`src/rtl/bxm_pkg.sv`:
```
package bxm_pkg;
  // Default geometry of the generator
  localparam int DEF_PH_W        = 3;    // divide-by-8 phase counter
  localparam int DEF_MARK_OFS    = 2;    // marker slot after tick rise
  localparam int DEF_DIV_W       = 8;
  localparam int DEF_SHORT_TICKS = 128;
  localparam int DEF_LONG_TICKS  = 256;

  typedef enum logic {
    TURN_SHORT = 1'b0,
    TURN_LONG  = 1'b1
  } turn_len_e;
endpackage

```
`src/rtl/bxm_phase.sv`:
```
module bxm_phase #(
  parameter int PH_W     = bxm_pkg::DEF_PH_W,
  parameter int MARK_OFS = bxm_pkg::DEF_MARK_OFS
) (
  input  logic            clk,
  input  logic            rst,
  output logic [PH_W-1:0] ph,
  output logic            tick_hi,
  output logic            tick_end,
  output logic            mark_slot
);
  localparam int PHASES = 1 << PH_W;
  localparam int HALF   = PHASES / 2;
  localparam int LAST   = PHASES - 1;

  always_ff @(posedge clk) begin
    if (rst) ph <= '0;
    else     ph <= ph + 1'b1;
  end

  assign tick_hi   = (ph < PH_W'(HALF));
  assign tick_end  = (ph == PH_W'(LAST));
  assign mark_slot = (ph == PH_W'(MARK_OFS));

  // the phase counter wraps to zero after its last phase
  a_r2_phase_wrap: assert property (@(posedge clk) disable iff (rst)
    (ph == PH_W'(LAST)) |=> (ph == '0));
endmodule

```
`src/rtl/bxm_turn_ctr.sv`:
```
module bxm_turn_ctr #(
  parameter int DIV_W       = bxm_pkg::DEF_DIV_W,
  parameter int SHORT_TICKS = bxm_pkg::DEF_SHORT_TICKS,
  parameter int LONG_TICKS  = bxm_pkg::DEF_LONG_TICKS
) (
  input  logic             clk,
  input  logic             rst,
  input  logic             tick_end,
  input  logic             turn_sel,
  input  logic [DIV_W-1:0] tog_div,
  output logic             first_tick,
  output logic             live_hit,
  output logic             turn_end
);
  import bxm_pkg::*;
  localparam int TC_W = $clog2(LONG_TICKS);

  logic [TC_W-1:0]  tcnt;
  logic [TC_W-1:0]  turn_last;
  turn_len_e        act_len;
  logic [DIV_W-1:0] act_div;
  logic [DIV_W-1:0] lcnt;
  logic [DIV_W-1:0] div_fix;

  // zero divisor behaves as one
  assign div_fix    = (tog_div == '0) ? DIV_W'(1) : tog_div;
  assign turn_last  = (act_len == TURN_LONG) ? TC_W'(LONG_TICKS - 1)
                                             : TC_W'(SHORT_TICKS - 1);
  assign turn_end   = tick_end && (tcnt == turn_last);
  assign first_tick = (tcnt == '0);
  assign live_hit   = (lcnt == act_div - DIV_W'(1));

  always_ff @(posedge clk) begin
    if (rst) begin
      tcnt    <= '0;
      lcnt    <= '0;
      act_len <= turn_len_e'(turn_sel);
      act_div <= div_fix;
    end else if (turn_end) begin
      tcnt    <= '0;
      lcnt    <= '0;
      act_len <= turn_len_e'(turn_sel);
      act_div <= div_fix;
    end else if (tick_end) begin
      tcnt <= tcnt + 1'b1;
      lcnt <= live_hit ? '0 : lcnt + 1'b1;
    end
  end

  // shadowed configuration moves only at a turn boundary
  a_r7_cfg_hold: assert property (@(posedge clk) disable iff (rst)
    !turn_end |=> ($stable(act_len) && $stable(act_div)));

  // divisor count stays inside the active divisor
  a_r5_lcnt_range: assert property (@(posedge clk) disable iff (rst)
    tick_end |=> (lcnt < act_div));
endmodule

```
`src/rtl/bxm_out_regs.sv`:
```
module bxm_out_regs (
  input  logic clk,
  input  logic rst,
  input  logic tick_hi,
  input  logic mark_slot,
  input  logic first_tick,
  input  logic live_hit,
  output logic tick_q,
  output logic turn_q,
  output logic live_q
);
  always_ff @(posedge clk) begin
    if (rst) begin
      tick_q <= 1'b0;
      turn_q <= 1'b0;
      live_q <= 1'b0;
    end else begin
      tick_q <= tick_hi;
      if (mark_slot) begin
        turn_q <= first_tick;
        if (live_hit) live_q <= ~live_q;
      end
    end
  end
endmodule

```
`src/rtl/bx_marker_gen.sv`:
```
module bx_marker_gen #(
  parameter int PH_W        = bxm_pkg::DEF_PH_W,
  parameter int MARK_OFS    = bxm_pkg::DEF_MARK_OFS,
  parameter int DIV_W       = bxm_pkg::DEF_DIV_W,
  parameter int SHORT_TICKS = bxm_pkg::DEF_SHORT_TICKS,
  parameter int LONG_TICKS  = bxm_pkg::DEF_LONG_TICKS
) (
  input  logic             clk,
  input  logic             rst,
  input  logic             turn_sel,
  input  logic [DIV_W-1:0] tog_div,
  output logic             tick_clk,
  output logic             turn_mark,
  output logic             live_mark
);
  localparam int HALF = (1 << PH_W) / 2;

  logic [PH_W-1:0] ph;
  logic tick_hi, tick_end, mark_slot;
  logic first_tick, live_hit, turn_end;

  bxm_phase #(.PH_W(PH_W), .MARK_OFS(MARK_OFS)) u_phase (
    .clk(clk), .rst(rst), .ph(ph), .tick_hi(tick_hi),
    .tick_end(tick_end), .mark_slot(mark_slot)
  );

  bxm_turn_ctr #(.DIV_W(DIV_W), .SHORT_TICKS(SHORT_TICKS),
                 .LONG_TICKS(LONG_TICKS)) u_turn (
    .clk(clk), .rst(rst), .tick_end(tick_end), .turn_sel(turn_sel),
    .tog_div(tog_div), .first_tick(first_tick), .live_hit(live_hit),
    .turn_end(turn_end)
  );

  bxm_out_regs u_out (
    .clk(clk), .rst(rst), .tick_hi(tick_hi), .mark_slot(mark_slot),
    .first_tick(first_tick), .live_hit(live_hit),
    .tick_q(tick_clk), .turn_q(turn_mark), .live_q(live_mark)
  );

  // tick edges sit at fixed phases of the counter
  a_r2_tick_rise: assert property (@(posedge clk) disable iff (rst)
    $rose(tick_clk) |-> (ph == PH_W'(1)));
  a_r2_tick_fall: assert property (@(posedge clk) disable iff (rst)
    $fell(tick_clk) |-> (ph == PH_W'(HALF + 1)));
  // markers move only in the slot after a tick rise
  a_r4_turn_slot: assert property (@(posedge clk) disable iff (rst)
    !$stable(turn_mark) |-> (ph == PH_W'(MARK_OFS + 1)));
  a_r4_live_slot: assert property (@(posedge clk) disable iff (rst)
    !$stable(live_mark) |-> (ph == PH_W'(MARK_OFS + 1)));
  // turn marker rises only on the first tick of a turn
  a_r3_turn_first: assert property (@(posedge clk) disable iff (rst)
    $rose(turn_mark) |-> first_tick);
endmodule

```
`config.mk`:
```
export PLATFORM = sky130hd
export DESIGN_NAME = bx_marker_gen
export DESIGN_NICKNAME = d
export VERILOG_FILES = /design/src/rtl/bxm_pkg.sv /design/src/rtl/bxm_phase.sv /design/src/rtl/bxm_turn_ctr.sv /design/src/rtl/bxm_out_regs.sv /design/src/rtl/bx_marker_gen.sv
export SDC_FILE = /design/constraint.sdc
export NUM_CORES = 1
export LEC_CHECK = 0
export BUFFER_PORTS_ARGS = -buffer_cell sky130_fd_sc_hd__clkbuf_2
export CAP_MARGIN = 5
export CELL_PAD_IN_SITES_DETAIL_PLACEMENT = 1
export CELL_PAD_IN_SITES_GLOBAL_PLACEMENT = 1
export CORE_UTILIZATION = 44
export CTS_BUF_LIST = sky130_fd_sc_hd__clkbuf_8
export CTS_CLUSTER_DIAMETER = 100
export DETAILED_ROUTE_END_ITERATION = 16
export PLACE_DENSITY_LB_ADDON = 0.1
export REMOVE_ABC_BUFFERS = 1
export SYNTH_ARGS = -nofsm -noshare
export SYNTH_HDL_FRONTEND = slang
export SYNTH_SLANG_ARGS = --single-unit
```
`constraint.sdc`:
```
create_clock -name clk -period 2.7 [get_ports clk]
set_input_delay 0.135 -clock clk [delete_from_list [all_inputs] [get_ports clk]]
set_output_delay 0.135 -clock clk [all_outputs]
set_load 0.1 [all_outputs]
```
Word-level counts from Yosys, hierarchy flattened --
Index checks and enable logic that the tools add are counted.
Word-level totals: flip-flop bits (word level) 31, bits of input ports 11, output and inout bits 3, logic and storage cells 31
Operators by class: $add $sub $neg 4, order comparisons 1, equal/unequal tests 4, muxes and demuxes 7, bitwise gates (word level) 1, reductions and logical operators 6
Operators with widths (number):
- $mux 8 | 5
- $add 8x1->8 const B | 2
- $eq 8x8->1 | 2
- $logic_not 8->1 | 2
- $sub 8x1->8 const B | 1
- $add 3x1->3 const B | 1
- $eq 3x2->1 const B | 1
- $eq 3x3->1 const B | 1
- $lt 3x3->1 const B | 1
- $mux 1 | 2
- $reduce_and 2->1 | 1
- $reduce_bool 2->1 | 1
- $reduce_or 2->1 | 1
- $logic_and 1x1->1 | 1
- $not 1->1 | 1

Depth between registers and ports, before layout --
Gate-level depths: netlist of the first run.
word-level depth 5, depth in mapped cells 9, depth with buffers taken out 8

Hierarchy --
From an unflattened synthesis of the first run, not the netlist that was laid out.
Second synthesis, totals: cell total of the unflattened synthesis 157, area total of the unflattened synthesis 1592.8 sq um
Modules (own cells, without submodules):
- bxm_turn_ctr | times used 1, cells each 136, area an instance 1361.3 sq um, seq. area each 590.6 sq um
- bxm_phase | times used 1, cells each 12, area an instance 125.1 sq um, seq. area each 60.1 sq um
- bxm_out_regs | times used 1, cells each 9, area an instance 106.4 sq um, seq. area each 60.1 sq um

Least setup slack after synthesis of the first run --
Ideal clock, no wire load.
path kind reg-to-reg, from register u_turn.act_div[0], to register u_out.live_q, setup time 0.070 ns, arrival time 2.005 ns, required time 2.630 ns, path slack 0.625 ns, cell stages (with the launch flop) 10, path buffers 1, period minus slack after synthesis 2.075 ns, cell sequence edfxtp_1 inv_1 ha_1 buf_2 o21bai_1 a211o_1 a21oi_1 nor2_1 or4_1 a21oi_1
Between the ends: word-level cells in the longest chain between the ends 3
Ends and longest elaborated chain:
- start: declaration | line bxm_turn_ctr.sv:21 | logic [DIV_W-1:0] act_div;
- start signal: assignment | line bxm_turn_ctr.sv:38 | act_div <= div_fix;
- start signal: assignment | line bxm_turn_ctr.sv:43 | act_div <= div_fix;
- $sub 8x1->8 | line bxm_turn_ctr.sv:31 | assign live_hit = (lcnt == act_div - DIV_W'(1));
- $eq 8x8->1 | line bxm_turn_ctr.sv:31
- $reduce_and 2->1 (no source line)
- end signal: assignment | line bxm_out_regs.sv:21 | if (live_hit) live_q <= ~live_q;
- end: declaration | line bxm_out_regs.sv:10 | output logic live_q
Every way passes these cells. A chain may end at the register's enable or synchronous reset.

Worst setup path in the final report of the first run --
Same ends and word-level chain as after synthesis.

==> flow_summary.toml, run 1 <==
[run_status]
status = "finished, final reports clean"

[power]
power.ir.vdd_worst_mv = 0.352
power_density_nw_per_um2 = 620
power_leakage_uw = 0.000653
report.power.total_uw = 1100

[cells_and_area]
finish.net_count = 192
fill_cells = 389
n_antenna_cell = 0
post_route_cells_drive_above_1_share_pct = 14.9
seqCellArea_um2 = 711
final_cell_area_um2 = 1770
multi_input_area_um2 = 793
syn_to_final_growth_pct = 12.2

[critical_path]
crit_type = "flip-flop to flip-flop"
critPathRequiredTime_ns = 2.92
worstSetupStartpointType = "flip-flop"
worst_reg2reg_path_length_in_cells = 8
arrival_ns = 2.46
critical_path.slowest_cell = "sky130_fd_sc_hd__or4_1"
worst_path_dominant_cell_family = "compound AO/OA/AOI/OAI gates"
critical_path.n_buffers_inverters = 1
crit_path_end_kind = "flip-flop"
max_stage_delay_ns = 0.48
timing.critical_path.depth = 8
worst_r2r_endpoint = "u_out.live_q"
crit_fanout = 8
rr_startpoint = "u_turn.act_div[0]"
critical_path.cell_chain = "inv_1 -> ha_1 -> o21bai_1 -> a211o_1 -> a21oi_1 -> nor2_1 -> or4_1 -> a21oi_1"
timing.reg2reg.setup_slack_ns = 0.46
crit_top_cell = "sky130_fd_sc_hd__a21oi_1"

[floorplan]
die-width_um = 61.9
initial_utilization_pct = 46.5
die-area_um2 = 3830
die_y_um = 61.9
rows = 21
ios = 14
core_um2 = 3390

[drt]
ant_nets = 0
drt_pre_antenna_iters = 4
via_per_inst = 5.42
dr_total_vias = 1197
initialDrtViolationCount = 22
routed_wire_length_per_instance_um = 15.0
postRouteWirelength_um = 3310
remaining_drc_errors = 0

[sta]
tightest_slew_ns = 0.544
total_negative_slack_for_setup_checks_ns = 0
total_setup_violations_reported_at_the_end_of_the_flow = 0
skew_ns = 0.00585
timing.fmax_mhz = 446
final.min_clock_period_ns = 2.24
timing.final.hold_violations = 0
min_period_over_period_pct = 83.0
grt_setup_unrepaired = "no"
finalMaxSlewViolations = 0
slew_headroom_pct = 63.7

[global_routing]
gr-usage-met3_pct = 6.00
busiest_layer_in_global_routing = "met2"
gr-usage-met2_pct = 35.6
global_route.usage.total_pct = 19.6
grt_first_pass_wirelength_um = 5150
number_of_global_route_vias_before_repair = 1147
grt-ovfl-total = 0
grt_start_max_net_pins = 24
antenna_found_initial = 0
globalRouteMet1Util_pct = 20.2

[clock_network]
cts_resized = 0
numClockSinks = 31
cts.reportedPaths.clkPinSlew_ns = 0.07
numCtsBuffers = 5
clk_buf_depth = 2
ctsHtreeMaxLevel = 2
tritoncts = "built"
root_buffer = "sky130_fd_sc_hd__clkbuf_8"
post_cts_hold_buffer_count = 0
clock_insertion_delay_worst_skew_ns = 0.29
number_of_setup_buffers_added_after_cts = 0

[synthesis]
area_share_of_and_or_nand_nor_cells_after_synthesis_pct = 20.5
yosysSeqAreaShare_pct = 45.0
ys_ff_latch = 31
synth.area.top_cells = "sky130_fd_sc_hd__dfxtp_1 28%, sky130_fd_sc_hd__edfxtp_1 17%, sky130_fd_sc_hd__xnor2_1 6.7%, sky130_fd_sc_hd__ha_1 5.6%, sky130_fd_sc_hd__xor2_1 5.6%"
yosys.cell_count.top_type = "sky130_fd_sc_hd__dfxtp_1"
ys_types = 35
mappedNetlistArea_um2 = 1580
synth_compound_gate_area_share_pct = 11.4
synthTopCellsByCount = "22 x sky130_fd_sc_hd__dfxtp_1, 19 x sky130_fd_sc_hd__nor2_1, 12 x sky130_fd_sc_hd__clkbuf_1, 12 x sky130_fd_sc_hd__xnor2_1, 10 x sky130_fd_sc_hd__xor2_1"
post_synth_xor_xnor_area_pct = 12.2
synth_area_per_cell_um2 = 9.45
warnings_from_yosys = 0
yosysTopAreaCellShare_pct = 27.9
synthAdderAreaFrac_pct = 5.55
synth_largest_area_cell = "sky130_fd_sc_hd__dfxtp_1"
yosys_most_used_dff = "sky130_fd_sc_hd__dfxtp_1"
synthCells = 167
async_flop_share_pct = 0
count_of_flip_flops_with_a_built_in_enable_after_synthesis = 9
largest_family_of_logic_cells_by_synthesized_area = "simple AND/OR/NAND/NOR gates"
synth.area.mux_share_pct = 0.634

[worst_hold_path]
timing.hold.worst.start = "turn_sel"
min_path_cells = 1
hp-class = "primary input to flip-flop"
holdPathEnd = "u_turn.act_len"

[job]
timing.max_cap.violations = 0

[placed_design]
buffer_ports.inserted = 13
placedInstanceArea_um2 = 1650
place.gp.congestion = 0.849
dp.final_hpwl_um = 2440
## state kept, by name, indices dropped and copies added (netlist names)
| signal | flops |
|---|---|
| u_turn.act_div | 8 |
| u_turn.lcnt | 8 |
| u_turn.tcnt | 8 |
| u_phase.ph | 3 |
| u_out.live_q | 1 |
| u_out.tick_q | 1 |
| u_out.turn_q | 1 |
| u_turn.act_len | 1 |
## power by group
part / internal (µW) / switching, µW
Sequential: 500 / 22.7
Combinational: 36.4 / 61.2
Clock: 298 / 180
## metrics by stage
| stage | util, % | std cells | hold slack [ns] | setup slack, ns |
|---|---|---|---|---|
| floorplan | - | 153 | 0.202 | 0.662 |
| global placement | 48.8 | 213 | 0.314 | 0.567 |
| detailed placement | 48.8 | 213 | 0.315 | 0.454 |
| CTS | 52.2 | 221 | 0.00978 | 0.443 |
| global route | 52.2 | 221 | 0.00628 | 0.312 |
| finish | 52.2 | 221 | 0.0210 | 0.458 |
## cell usage in the layout (no fill, tap or decap), types with 5 or more instances in the layout
cell                       instances
sky130_fd_sc_hd__a211oi_1          5
sky130_fd_sc_hd__a21oi_1           8
sky130_fd_sc_hd__clkbuf_2         13
sky130_fd_sc_hd__clkbuf_8          6
sky130_fd_sc_hd__dfxtp_1          22
sky130_fd_sc_hd__edfxtp_1          9
sky130_fd_sc_hd__ha_1              7
sky130_fd_sc_hd__inv_1             5
sky130_fd_sc_hd__nand2_1           8
sky130_fd_sc_hd__nand2b_1          5
sky130_fd_sc_hd__nand4_1           6
sky130_fd_sc_hd__nor2_1           19
sky130_fd_sc_hd__nor2b_1           5
sky130_fd_sc_hd__nor3_1            6
sky130_fd_sc_hd__xnor2_1          12
sky130_fd_sc_hd__xor2_1           10
## layout make-up
type	count	area share, %
Multi-Input combinational cell	117	44.8
Sequential cell	31	40.1
Timing Repair Buffer	14	4.10
Clock buffer	6	4.66
Tap cell	46	3.25
Inverter	5	1.06
Clock inverter	2	1.98
## cells by family after synthesis
family / count (synthesis)
adders and majority gates: 7
buffers and inverters: 19
DFF: 31
AOI/OAI and AO/OA: 26
muxes: 1
xor gates and xnor gates: 22
and+or+nand+nor: 61
## worst max path at each step
stage,from,end
floorplan,u_turn.act_div[0],u_out.live_q
global placement,u_turn.act_div[0],u_out.live_q
detailed placement,u_turn.act_div[0],u_out.live_q
CTS,u_turn.act_div[0],u_out.live_q
global route,u_turn.act_div[0],u_turn.lcnt[7]
finish,u_turn.act_div[0],u_out.live_q
## metal layers
layer	share of wire, %	vias to the layer above
met4	2.2	0
met1	42	583
met3	2.8	7
li1	-	595
met5	0	-
met2	53	12
No activity file was read; power rests on OpenSTA's default activity.
==> run 2, diff against run 1 <==
--- a/config.mk
+++ b/config.mk
@@ -9,7 +9,7 @@
 export CAP_MARGIN = 5
 export CELL_PAD_IN_SITES_DETAIL_PLACEMENT = 1
 export CELL_PAD_IN_SITES_GLOBAL_PLACEMENT = 1
-export CORE_UTILIZATION = 44
+export CORE_UTILIZATION = 43
 export CTS_BUF_LIST = sky130_fd_sc_hd__clkbuf_8
 export CTS_CLUSTER_DIAMETER = 100
 export DETAILED_ROUTE_END_ITERATION = 16
==> constraint.sdc (replaced) <==
create_clock -name clk -period 1.9 [get_ports clk]
set_input_delay 0.095 -clock clk [delete_from_list [all_inputs] [get_ports clk]]
set_output_delay 0.095 -clock clk [all_outputs]
set_load 0.1 [all_outputs]
==> flow_summary.toml, run 2 (synthesis gave the netlist of run 1 again) <==
[run_status]
status = "finished with violations"
failed_checks = "setup timing"

[clock_network]
clock_insertion_delay_worst_skew_ns = 0.29
numCtsBuffers = 5
clk_buf_depth = 2
cts.reportedPaths.clkPinSlew_ns = 0.07
root_buffer = "sky130_fd_sc_hd__clkbuf_8"
tritoncts = "built"
ctsHtreeMaxLevel = 2
numClockSinks = 31

[drt]
routed_wire_length_per_instance_um = 16.2
drt_pre_antenna_iters = 4
via_per_inst = 5.28
dr_total_vias = 1289
ant_nets = 0
postRouteWirelength_um = 3960
initialDrtViolationCount = 27
remaining_drc_errors = 0

[worst_hold_path]
hp-class = "primary input to flip-flop"

[critical_path]
worstSetupStartpointType = "flip-flop"
crit_path_end_kind = "flip-flop"
max_stage_delay_ns = 0.46
critical_path.n_buffers_inverters = 0
arrival_ns = 2.22
critPathRequiredTime_ns = 2.12
crit_fanout = 4
critical_path.slowest_cell = "sky130_fd_sc_hd__or4_4"
worst_path_dominant_cell_family = "simple AND/OR/NAND/NOR gates"
critical_path.cell_chain = "or2_2 -> nor4_4 -> xnor2_2 -> o2111ai_2 -> or4_4 -> a21oi_2"
crit_type = "flip-flop to flip-flop"

[power]
power.ir.vdd_worst_mv = 0.503
p_comb_share_pct = 14.7
power.share.switching_pct = 26.6
power.sequential.fraction_pct = 47.2
report.power.total_uw = 1550
clockPowerShare_pct = 38.1
internal_power_uw = 1140
power_leakage_uw = 0.000777
power_density_nw_per_um2 = 749
p_switching_uw = 413

[job]
timing.max_cap.violations = 0

[global_routing]
antenna_found_initial = 0
grt_first_pass_wirelength_um = 6530
global_route.usage.total_pct = 21.8
grt_start_max_net_pins = 24
grt-ovfl-total = 0
number_of_global_route_vias_before_repair = 1396

[floorplan]
die-area_um2 = 3920
rows = 21
die-width_um = 62.6
initial_utilization_pct = 46.2
die_y_um = 62.6
ios = 14
core_um2 = 3420

[cells_and_area]
n_antenna_cell = 0
post_route_cells_drive_above_1_share_pct = 32.8
biggestRegsByFlops = "u_turn.act_div: 8 flops, u_turn.lcnt: 8 flops, u_turn.tcnt: 8 flops"
finish.net_count = 215
final_cell_mix = "22 x sky130_fd_sc_hd__dfxtp_1, 17 x sky130_fd_sc_hd__buf_4, 16 x sky130_fd_sc_hd__nor2_1"
fill_cells = 402
most_common_cell_after_layout_fill_and_taps_aside = "sky130_fd_sc_hd__dfxtp_1"
syn_to_final_growth_pct = 31.4

[sta]
final.min_clock_period_ns = 2.00
tightest_slew_ns = 0.538
grt_setup_unrepaired = "yes"
min_period_over_period_pct = 105
timing.fmax_mhz = 499
total_setup_violations_reported_at_the_end_of_the_flow = 7
timing.final.hold_violations = 0
skew_ns = 0.00696
slew_headroom_pct = 64.3
finalMaxSlewViolations = 0
finalWorstSetupSlack_ns = -0.104

[placed_design]
buffer_ports.inserted = 13
dpl_worst_slack_ns = -0.187
dp.final_hpwl_um = 2750
place.gp.congestion = 0.804
run 2: repair_timing:
item,CTS,global route
gates cloned,0,0
hold buffers,3,1
pin swaps,10,4
setup buffers,1,1
endpoints found under the setup margin,9,18
gates resized for setup,13,12
endpoints found under the hold margin,3,1
run 2: path summary, 6_finish.rpt:
kind / start / to / slack (ns) / cells past startpoint
setup / recovery: u_turn.act_div[1] / u_out.live_q / -0.10 / 6
setup reg to reg: u_turn.act_div[1] / u_out.live_q / -0.10 / 6
hold reg to reg: u_phase.ph[2] / u_out.tick_q / 0.45 / 1
hold / removal: tog_div[5] / u_turn.act_div[5] / 0.008 / 1
run 2: layer usage:
metal  track usage, %  routed length, µm
met5                0                  0
met4             8.72                 70
met3             5.11                 79
met2             38.6               2040
met1             25.1               1770
run 2: layout make-up:
type	count	area [µm²]	share of cell area, %
flip-flops and latches	31	711	34.3
multi-input cells	117	907	43.8
clock buffers	7	96.3	4.65
well taps	46	57.6	2.78
clock inverters	1	7.51	0.362
inverters	5	18.8	0.905
repair buffers	37	275	13.3
run 2: power groups by stage:
stage	Sequential, µW	Clock, µW	Combinational [µW]
after floorplan	774	0	77.7
after global placement	744	0	177
after detailed placement	747	0	187
after CTS	732	602	206
after global routing	737	632	244
final	733	591	228
run 2: metrics by stage:
step,instances,TNS [ns],util [%],hold slack (ns),instance area [µm²]
finish,244,-0.327,60.7,0.00800,2070
global route,244,-1.17,60.7,0.00210,2070
CTS,242,-0.0669,58.4,0.000179,2000
detailed placement,230,-0.517,52.5,0.274,1790
global placement,230,-0.0195,52.5,0.273,1790
floorplan,153,-1.29,-,0.162,1520
